===== config.mk =====
export PLATFORM = sky130hd
export DESIGN_NAME = spi_addr_slave
export DESIGN_NICKNAME = d
export VERILOG_FILES = /design/src/rtl/spi_as_pkg.sv /design/src/rtl/spi_as_sync.sv /design/src/rtl/spi_as_edge.sv /design/src/rtl/spi_as_frame.sv /design/src/rtl/spi_as_rxbuf.sv /design/src/rtl/spi_addr_slave.sv
export SDC_FILE = /design/constraint.sdc
export NUM_CORES = 1
export LEC_CHECK = 0
export BUFFER_PORTS_ARGS = -buffer_cell sky130_fd_sc_hd__buf_2
export CORE_UTILIZATION = 45
export DETAILED_ROUTE_END_ITERATION = 6
export HOLD_SLACK_MARGIN = 0.08
export PLACE_DENSITY_LB_ADDON = 0.25
export SLEW_MARGIN = 20
export SYNTH_ARGS = -nofsm -noshare
export SYNTH_HDL_FRONTEND = slang
export SYNTH_SLANG_ARGS = --single-unit

===== constraint.sdc =====
create_clock -name clk -period 1.68 [get_ports clk]
set_input_delay 0.252 -clock clk [delete_from_list [all_inputs] [get_ports clk]]
set_output_delay 0.252 -clock clk [all_outputs]
set_load 0.01 [all_outputs]

===== src/rtl/spi_as_pkg.sv =====
package spi_as_pkg;

    localparam int CHAR_W      = 9;
    localparam int CNT_W       = $clog2(CHAR_W + 1);
    localparam int SYNC_STAGES = 2;
    localparam int TX_AGE_MIN  = 3;
    localparam int AGE_W       = $clog2(TX_AGE_MIN + 1);

    typedef logic [CHAR_W-1:0] char_t;
    typedef logic [CNT_W-1:0]  cnt_t;
    typedef logic [AGE_W-1:0]  age_t;

    localparam age_t AGE_MAX = age_t'(TX_AGE_MIN);

    typedef enum logic [1:0] {
        PH_IDLE,
        PH_ADDR,
        PH_DATA,
        PH_SKIP
    } phase_t;

    typedef struct packed {
        logic lead;
        logic sample;
        logic shift;
    } sck_ev_t;

    typedef struct packed {
        logic  cpha;
        logic  nine;
        logic  addr_en;
        char_t addr;
    } frame_cfg_t;

    function automatic cnt_t char_len(logic nine);
        return nine ? cnt_t'(CHAR_W) : cnt_t'(CHAR_W - 1);
    endfunction

    function automatic char_t char_mask(char_t c, logic nine);
        return nine ? c : {1'b0, c[CHAR_W-2:0]};
    endfunction

    // MSB-first bit selection: index 0 is the top bit of the active size
    function automatic logic pick_bit(char_t c, logic nine, cnt_t idx);
        cnt_t pos;
        pos = char_len(nine) - cnt_t'(1) - idx;
        return c[pos];
    endfunction

endpackage


===== src/rtl/spi_as_sync.sv =====
module spi_as_sync #(
    parameter int               WIDTH   = 3,
    parameter int               STAGES  = 2,
    parameter logic [WIDTH-1:0] RST_VAL = '0
) (
    input  logic             clk,
    input  logic             rst,
    input  logic [WIDTH-1:0] d,
    output logic [WIDTH-1:0] q
);

    logic [STAGES-1:0][WIDTH-1:0] chain;

    always_ff @(posedge clk) begin
        if (rst) begin
            chain <= {STAGES{RST_VAL}};
        end else begin
            chain <= {chain[STAGES-2:0], d};
        end
    end

    assign q = chain[STAGES-1];

endmodule


===== src/rtl/spi_as_edge.sv =====
module spi_as_edge
    import spi_as_pkg::*;
(
    input  logic    clk,
    input  logic    rst,
    input  logic    sck_s,
    input  logic    ss_n_s,
    input  logic    cpol,
    input  logic    cpha,
    output sck_ev_t ev,
    output logic    active,
    output logic    ss_fall
);

    logic sck_d;
    logic ss_d;
    logic lead;
    logic trail;

    always_ff @(posedge clk) begin
        if (rst) begin
            sck_d <= 1'b0;
            ss_d  <= 1'b1;
        end else begin
            sck_d <= sck_s;
            ss_d  <= ss_n_s;
        end
    end

    always_comb begin
        active    = !ss_n_s;
        lead      = active && (sck_d == cpol) && (sck_s != cpol);
        trail     = active && (sck_d != cpol) && (sck_s == cpol);
        ev.lead   = lead;
        ev.sample = cpha ? trail : lead;
        ev.shift  = cpha ? lead : trail;
        ss_fall   = ss_d && !ss_n_s;
    end

endmodule


===== src/rtl/spi_as_frame.sv =====
module spi_as_frame
    import spi_as_pkg::*;
(
    input  logic       clk,
    input  logic       rst,
    input  frame_cfg_t cfg,
    input  sck_ev_t    ev,
    input  logic       active,
    input  logic       ss_fall,
    input  logic       mosi_s,
    input  logic       tx_wr,
    input  char_t      tx_data,
    output logic       miso,
    output logic       oe,
    output logic       wake,
    output logic       push,
    output char_t      push_data
);

    phase_t            phase;
    cnt_t              cnt;
    cnt_t              out_idx;
    cnt_t              len;
    logic [CHAR_W-2:0] rx_sh;
    char_t             rx_next;
    char_t             char_in;
    char_t             tx_cur;
    char_t             tx_hold;
    char_t             fall_sel;
    logic              tx_pend;
    age_t              tx_age;
    age_t              age_inc;
    logic              done;
    logic              aged;
    logic              addr_hit;

    always_comb begin
        len      = char_len(cfg.nine);
        rx_next  = {rx_sh, mosi_s};
        char_in  = char_mask(rx_next, cfg.nine);
        done     = ev.sample && (cnt == len - cnt_t'(1));
        age_inc  = (ev.lead && tx_age != AGE_MAX) ? tx_age + age_t'(1) : tx_age;
        aged     = tx_pend && (age_inc == AGE_MAX);
        fall_sel = tx_pend ? tx_hold : tx_cur;
        addr_hit = (char_in == char_mask(cfg.addr, cfg.nine));
    end

    always_ff @(posedge clk) begin
        if (rst) begin
            phase     <= PH_IDLE;
            cnt       <= '0;
            out_idx   <= '0;
            rx_sh     <= '0;
            tx_cur    <= '0;
            tx_hold   <= '0;
            tx_pend   <= 1'b0;
            tx_age    <= '0;
            miso      <= 1'b0;
            oe        <= 1'b0;
            wake      <= 1'b0;
            push      <= 1'b0;
            push_data <= '0;
        end else begin
            wake   <= 1'b0;
            push   <= 1'b0;
            tx_age <= age_inc;
            if (!active) begin
                phase   <= PH_IDLE;
                cnt     <= '0;
                out_idx <= '0;
                oe      <= 1'b0;
            end else if (ss_fall) begin
                cnt <= '0;
                if (cfg.addr_en) begin
                    phase   <= PH_ADDR;
                    oe      <= 1'b0;
                    out_idx <= '0;
                end else begin
                    phase   <= PH_DATA;
                    oe      <= 1'b1;
                    tx_cur  <= fall_sel;
                    tx_pend <= 1'b0;
                    if (!cfg.cpha) begin
                        miso    <= pick_bit(fall_sel, cfg.nine, cnt_t'(0));
                        out_idx <= cnt_t'(1);
                    end else begin
                        out_idx <= '0;
                    end
                end
            end else begin
                if (ev.shift && out_idx < len) begin
                    miso    <= pick_bit(tx_cur, cfg.nine, out_idx);
                    out_idx <= out_idx + cnt_t'(1);
                end
                if (ev.sample) begin
                    rx_sh <= rx_next[CHAR_W-2:0];
                    if (done) begin
                        cnt     <= '0;
                        out_idx <= '0;
                        if (phase == PH_ADDR) begin
                            if (addr_hit) begin
                                phase <= PH_DATA;
                                oe    <= 1'b1;
                                wake  <= 1'b1;
                                if (aged) begin
                                    tx_cur  <= tx_hold;
                                    tx_pend <= 1'b0;
                                end
                            end else begin
                                phase <= PH_SKIP;
                            end
                        end else if (phase == PH_DATA) begin
                            push      <= 1'b1;
                            push_data <= char_in;
                            if (aged) begin
                                tx_cur  <= tx_hold;
                                tx_pend <= 1'b0;
                            end
                        end
                    end else begin
                        cnt <= cnt + cnt_t'(1);
                    end
                end
            end
            if (tx_wr) begin
                tx_hold <= tx_data;
                tx_pend <= 1'b1;
                tx_age  <= '0;
            end
        end
    end


    inactive_oe_chk: assert property (@(posedge clk) disable iff (rst)
        !active |=> !oe);


    wake_oe_chk: assert property (@(posedge clk) disable iff (rst)
        wake |-> oe);


    push_oe_chk: assert property (@(posedge clk) disable iff (rst)
        push |-> (oe && phase == PH_DATA));


    bit_cnt_chk: assert property (@(posedge clk) disable iff (rst)
        active |-> (cnt < len));

endmodule


===== src/rtl/spi_as_rxbuf.sv =====
module spi_as_rxbuf
    import spi_as_pkg::*;
(
    input  logic  clk,
    input  logic  rst,
    input  logic  push,
    input  char_t push_data,
    input  logic  rd,
    output char_t data,
    output logic  valid,
    output logic  ovf
);

    always_ff @(posedge clk) begin
        if (rst) begin
            data  <= '0;
            valid <= 1'b0;
            ovf   <= 1'b0;
        end else begin
            if (push && (!valid || rd)) begin
                data  <= push_data;
                valid <= 1'b1;
            end else if (rd) begin
                valid <= 1'b0;
            end
            if (push && valid && !rd) begin
                ovf <= 1'b1;
            end else if (rd) begin
                ovf <= 1'b0;
            end
        end
    end


    ovf_rise_chk: assert property (@(posedge clk) disable iff (rst)
        $rose(ovf) |-> $past(valid));


    hold_data_chk: assert property (@(posedge clk) disable iff (rst)
        (valid && !rd) |=> $stable(data));

endmodule


===== src/rtl/spi_addr_slave.sv =====
module spi_addr_slave
    import spi_as_pkg::*;
(
    input  logic        clk,
    input  logic        rst,
    input  logic        spi_sck,
    input  logic        spi_mosi,
    input  logic        spi_ss_n,
    output logic        spi_miso,
    output logic        spi_miso_oe,
    input  logic        cfg_cpol,
    input  logic        cfg_cpha,
    input  logic        cfg_nine_bit,
    input  logic        cfg_addr_en,
    input  logic [8:0]  cfg_addr,
    input  logic [8:0]  tx_data,
    input  logic        tx_wr,
    output logic [8:0]  rx_data,
    output logic        rx_valid,
    input  logic        rx_rd,
    output logic        rx_overflow,
    output logic        wake
);

    localparam int PIN_W = 3;

    logic [PIN_W-1:0] pins_s;
    sck_ev_t          ev;
    logic             active;
    logic             ss_fall;
    frame_cfg_t       fcfg;
    logic             push;
    char_t            push_data;

    spi_as_sync #(
        .WIDTH  (PIN_W),
        .STAGES (SYNC_STAGES),
        .RST_VAL(3'b100)
    ) u_sync (
        .clk(clk),
        .rst(rst),
        .d  ({spi_ss_n, spi_mosi, spi_sck}),
        .q  (pins_s)
    );

    spi_as_edge u_edge (
        .clk    (clk),
        .rst    (rst),
        .sck_s  (pins_s[0]),
        .ss_n_s (pins_s[2]),
        .cpol   (cfg_cpol),
        .cpha   (cfg_cpha),
        .ev     (ev),
        .active (active),
        .ss_fall(ss_fall)
    );

    always_comb begin
        fcfg.cpha    = cfg_cpha;
        fcfg.nine    = cfg_nine_bit;
        fcfg.addr_en = cfg_addr_en;
        fcfg.addr    = cfg_addr;
    end

    spi_as_frame u_frame (
        .clk      (clk),
        .rst      (rst),
        .cfg      (fcfg),
        .ev       (ev),
        .active   (active),
        .ss_fall  (ss_fall),
        .mosi_s   (pins_s[1]),
        .tx_wr    (tx_wr),
        .tx_data  (tx_data),
        .miso     (spi_miso),
        .oe       (spi_miso_oe),
        .wake     (wake),
        .push     (push),
        .push_data(push_data)
    );

    spi_as_rxbuf u_rxbuf (
        .clk      (clk),
        .rst      (rst),
        .push     (push),
        .push_data(push_data),
        .rd       (rx_rd),
        .data     (rx_data),
        .valid    (rx_valid),
        .ovf      (rx_overflow)
    );

endmodule


# Word-level counts from Yosys, hierarchy flattened
# Index checks and enable logic that the tools add are counted.
# totals
register_bits	71
input_bits	29
output_inout_bits	14
# op_classes
addsub	5
order_cmp	3
eq_ne	16
n_mux	57
bitwise_logic	5
reduce_logical	39
# ops
op	count
$mux 9	11
$mux 1	32
$mux 4	6
$reduce_and 6->1	3
$reduce_bool 2->1	7
$logic_and 1x1->1	12
$mux 2	6
$reduce_or 6->1	2
$lt 4x5->1 const B	2
$eq 9x9->1	1
$reduce_bool 3->1	3
$add 4x1->4 const B	2
$bmux 1 s4	2
$ne 2x2->1 const B	4
$reduce_and 4->1	2
$reduce_and 3->1	2
$not 1->1	5
$eq 2x2->1 const B	2
$eq 4x4->1	1
$lt 4x4->1	1
$ne 4x3->1 const B	1
$reduce_bool 4->1	1
$reduce_or 2->1	2
$sub 4x1->4 const B	1
10 further kinds	14

# Longest topological paths before layout
# depth
word_depth	15
ltp_mapped	8
depth_no_buf	7

# Modules after synthesis
# A second synthesis with hierarchy kept.
# hier_totals
hier_cells	338
hier_area_um2	3342.0
# by_module_without_submodules
mod	instances	cells_each	area_each_um2	seq_area_each_um2
spi_as_frame	1	261	2546.2	1041.0
spi_as_rxbuf	1	47	475.5	220.2
spi_as_sync	1	15	180.2	120.1
spi_as_edge	1	15	140.1	40.0

# Worst setup path before layout
# No wires, ideal clock.
# synth_timing
path_kind	reg2reg
startpoint	reg u_frame.cnt[0]
endpoint	reg u_frame.push_data[0]
t_arrival_ns	1.740
slack_ns	-0.187
path_stages_with_launch	9
synth_period_minus_slack_ns	1.867
path_cell_list	dfxtp_1 nor4b_1 a22oi_1 or3_1 buf_6 nor3_4 buf_6 mux2i_1 nor2_1
# synth_via
elab_chain_cells	3
# synth_rtl
element	line	source
start, declared	spi_as_frame.sv:21	cnt_t cnt;
start signal, assigned	spi_as_frame.sv:121	cnt <= cnt + cnt_t'(1);
$eq 4x4->1	spi_as_frame.sv:41	done = ev.sample && (cnt == len - cnt_t'(1));
$logic_and 1x1->1	spi_as_frame.sv:41	
$reduce_and 6->1 (no line)	--	
end signal, assigned	spi_as_frame.sv:114	push_data <= char_in;
end, declared	spi_as_frame.sv:17	output char_t push_data
# No other way between the ends.
# A chain may end at the register's enable or synchronous reset.

# Worst setup path in the final report
# layout_timing
startpoint	reg u_frame.cnt[1]
endpoint	reg u_frame.push_data[6]
# The elaborated chain is that of the path after synthesis.

==> impl_metrics.json <==
{
  "core-area_um2": 6830,
  "antenna_cells": 0,
  "slew_headroom": 0.622,
  "crit_chain": "nor4b_4 > a22oi_2 > or3_4 > nor3_4 > clkbuf_16 > mux2i_1 > nor2_1",
  "cts.clk_slew.worst_paths_ns": 0.08,
  "p_switching_w": 0.000824,
  "critPathBufInv": 1,
  "violations": "setup timing",
  "avgSynthCellArea_um2": 9.93,
  "max_freq_mhz": 499,
  "hpwlAfterDp_um": 4580,
  "final.setup_skew_ns": 0.00942,
  "gp_congestion": 0.866,
  "synthCells": 324,
  "swShare": 0.246,
  "clock_sinks": 71,
  "design_area_um2": 4330,
  "drc": 0,
  "crit_path_start_kind": "register",
  "clkPwrFrac": 0.416,
  "rsz0062_at_grt": "yes",
  "synth_area_leaders": "dfxtp_1, mux2i_1, nor2_1",
  "slowest_stage": "or3_4",
  "clk_latency_ns": 0.35,
  "p_leak_nw": 1.89,
  "wl_um": 6930,
  "cts_buffers": 9,
  "dr.pass1.iters": 4,
  "path_max_fanout": 5,
  "clk_root_buffer_cell": "clkbuf_8",
  "io_buffers": 42,
  "utilization": 0.633,
  "grt-ovfl-total": 0,
  "ir_drop_v": 0.000432,
  "path_class": "register to register",
  "p_per_area_nw_per_um2": 775,
  "synth_cell_type_count": 47,
  "p_seq_frac": 0.513,
  "max_stage_delay_ns": 0.42,
  "combPwrFrac": 0.070,
  "grt_start_max_net_pins": 70,
  "cts_tree": "done",
  "finalCriticalPeriod_ns": 2.00,
  "routedWlPerCell_um": 13.6,
  "grt_pass1_wl_um": 11200,
  "vias": 2512,
  "place_area_um2": 3810,
  "min_period_over_period": 1.19,
  "yosysSeqAreaShare": 0.442,
  "tns_ns": -6.77,
  "start_util": 0.471,
  "path_delay_family": "simple AND/OR/NAND/NOR gates",
  "syn_to_final_growth_pct": 34.5,
  "grt_use_total": 0.197,
  "hold_viol": 0,
  "drtAntennaViolNets": 0,
  "antenna_found_initial": 0,
  "whs_ns": 0.0985,
  "rows": 30,
  "synth_area_um2": 3220,
  "worst_slew_pin_slew_ns": 0.562,
  "synthDominantCellAreaShare": 0.442,
  "fp.dieW_um": 86.6,
  "worstPathArrival_ns": 2.24,
  "synth_area_leader_cell": "dfxtp_1",
  "grt_pass1_vias": 2389,
  "max-clock-path-buffers": 2,
  "synth_edf_count": 0,
  "syn_nets": 363,
  "setup_viol": 32,
  "cp-end-kind": "register",
  "setup_ws_ns": -0.323,
  "synthArstFlopShare": 0,
  "status": "finished with violations",
  "io_pins": 43,
  "internal_power_w": 0.00253,
  "ys_warn_count": 0,
  "yosys_most_used_dff": "dfxtp_1",
  "htreeDepth": 3,
  "die_h_um": 86.6,
  "slew_viol_final": 0,
  "worstPathRequired_ns": 1.92,
  "drv_cap": 0,
  "num-nets-final": 449,
  "drt-initial-drc-count": 88,
  "hold_class": "input pin to register",
  "die_area_um2": 7490,
  "vias_per_cell": 4.92,
  "layout-drive-gt1-share": 0.369,
  "ys_seq_elements": 71
}
==> worst register-to-register path, cell delays in order, from the launching register on <==
cell and delay (ns):
dfxtp_2 0.34, nor4b_4 0.29, a22oi_2 0.14, or3_4 0.42, nor3_4 0.25, clkbuf_16 0.21, mux2i_1 0.19, nor2_1 0.06
==> registers in the layout, indices dropped and copies added (netlist names), named ones only <==
register / count
u_frame.push_data: 9
u_frame.tx_hold: 9
u_rxbuf.data: 9
u_frame.rx_sh: 8
u_frame.cnt: 4
u_frame.out_idx: 4
u_sync.chain: 3
u_sync.q: 3
u_frame.phase: 2
u_frame.tx_age: 2
u_frame.tx_cur: 2
u_edge.sck_d: 1
u_edge.ss_d: 1
u_frame.miso: 1
u_frame.oe: 1
u_frame.push: 1
u_frame.tx_pend: 1
u_frame.wake: 1
u_rxbuf.ovf: 1
u_rxbuf.valid: 1
==> power groups by stage <==
stage               Sequential [W]  Clock, W  Combinational [W]
floorplan                  0.00176         0           0.000124
global placement           0.00176         0           0.000209
detailed placement         0.00176         0           0.000214
CTS                        0.00172   0.00143           0.000228
global route               0.00172   0.00152           0.000257
finish                     0.00172   0.00140           0.000236
==> cell usage after synthesis (2+ instances only) <==
master and count:
a21oi_1 7, a31oi_1 2, and3_1 3, buf_1 3
buf_6 4, clkbuf_1 8, dfxtp_1 71, ha_1 9
inv_1 12, mux2i_1 49, mux4_2 3, nand2_1 11
nand2b_1 21, nand3b_1 2, nand4_1 2, nor2_1 48
nor2b_1 8, nor3_1 7, nor3b_1 2, o211ai_1 2
o21ai_0 2, o22ai_1 2, o41ai_1 2, or2_2 2
or3_1 4, xnor2_1 11, xor2_1 7
==> stage by stage <==
stage | setup slack, ns | total power (W) | std cells
2_1_floorplan | -0.112 | 0.00188 | 324
3_3_place_gp | -0.335 | 0.00197 | 485
3_5_place_dp | -0.321 | 0.00198 | 485
4_1_cts | -0.243 | 0.00338 | 507
5_1_grt | -0.359 | 0.00351 | 511
6_report | -0.323 | 0.00335 | 511
==> final timing paths <==
kind	startpoint	endpoint	depth (start not counted)	slack, ns
worst min register to register	u_sync.chain[2]	u_sync.q[2]	1	0.41
worst min-delay path	rx_rd	u_rxbuf.ovf	2	0.1
worst max register to register	u_frame.cnt[1]	u_frame.push_data[6]	7	-0.32
worst max-delay path	u_frame.cnt[1]	u_frame.push_data[6]	7	-0.32
==> per-layer routing <==
layer / routed length [µm] / track usage
met1: 3410 / 0.258
met2: 3180 / 0.310
met3: 201 / 0.0448
met4: 146 / 0.0894
met5: 0 / 0
==> cells by family (layout without fill, tap and decap cells) <==
group / Yosys count / count (layout) / synth area share
DFF: 71 / 71 / 0.442
adders and majority gates: 10 / 10 / 0.0412
and+or+nand+nor: 119 / 119 / 0.194
muxes: 52 / 52 / 0.173
buffers and inverters: 27 / 118 / 0.0408
xor gates and xnor gates: 19 / 19 / 0.0541
AOI/OAI and AO/OA: 26 / 26 / 0.0548
==> layout make-up <==
cell class,instances,area (µm²)
flip-flops and latches,71,1440
multi-input cells,226,1850
repair buffers,90,663
clock inverters,7,81.3
fillers,589,2510
well taps,96,120
clock buffers,9,124
inverters,12,45.0
==> layout by cell type, fill, tap and decap left out, drive strengths merged, types with 5 or more instances in the layout <==
cell type,netlist,final
xor2,8,8
a21oi,8,8
or3,5,5
nand2b,21,21
mux2i,49,49
xnor2,11,11
inv,12,14
buf,7,88
nor3,8,8
dfxtp,71,71
clkbuf,8,10
nand2,11,11
nor2,48,48
nor2b,8,8
ha,9,9
==> timing repair <==
action,in CTS,in global routing
endpoints found under the setup margin,35,41
buffers inserted,4,3
resized for setup,27,16
hold endpoints to repair,1,0
pin swaps,21,5
cloned,1,1
hold buffers,1,0
Power figures use the tool's default switching activity.
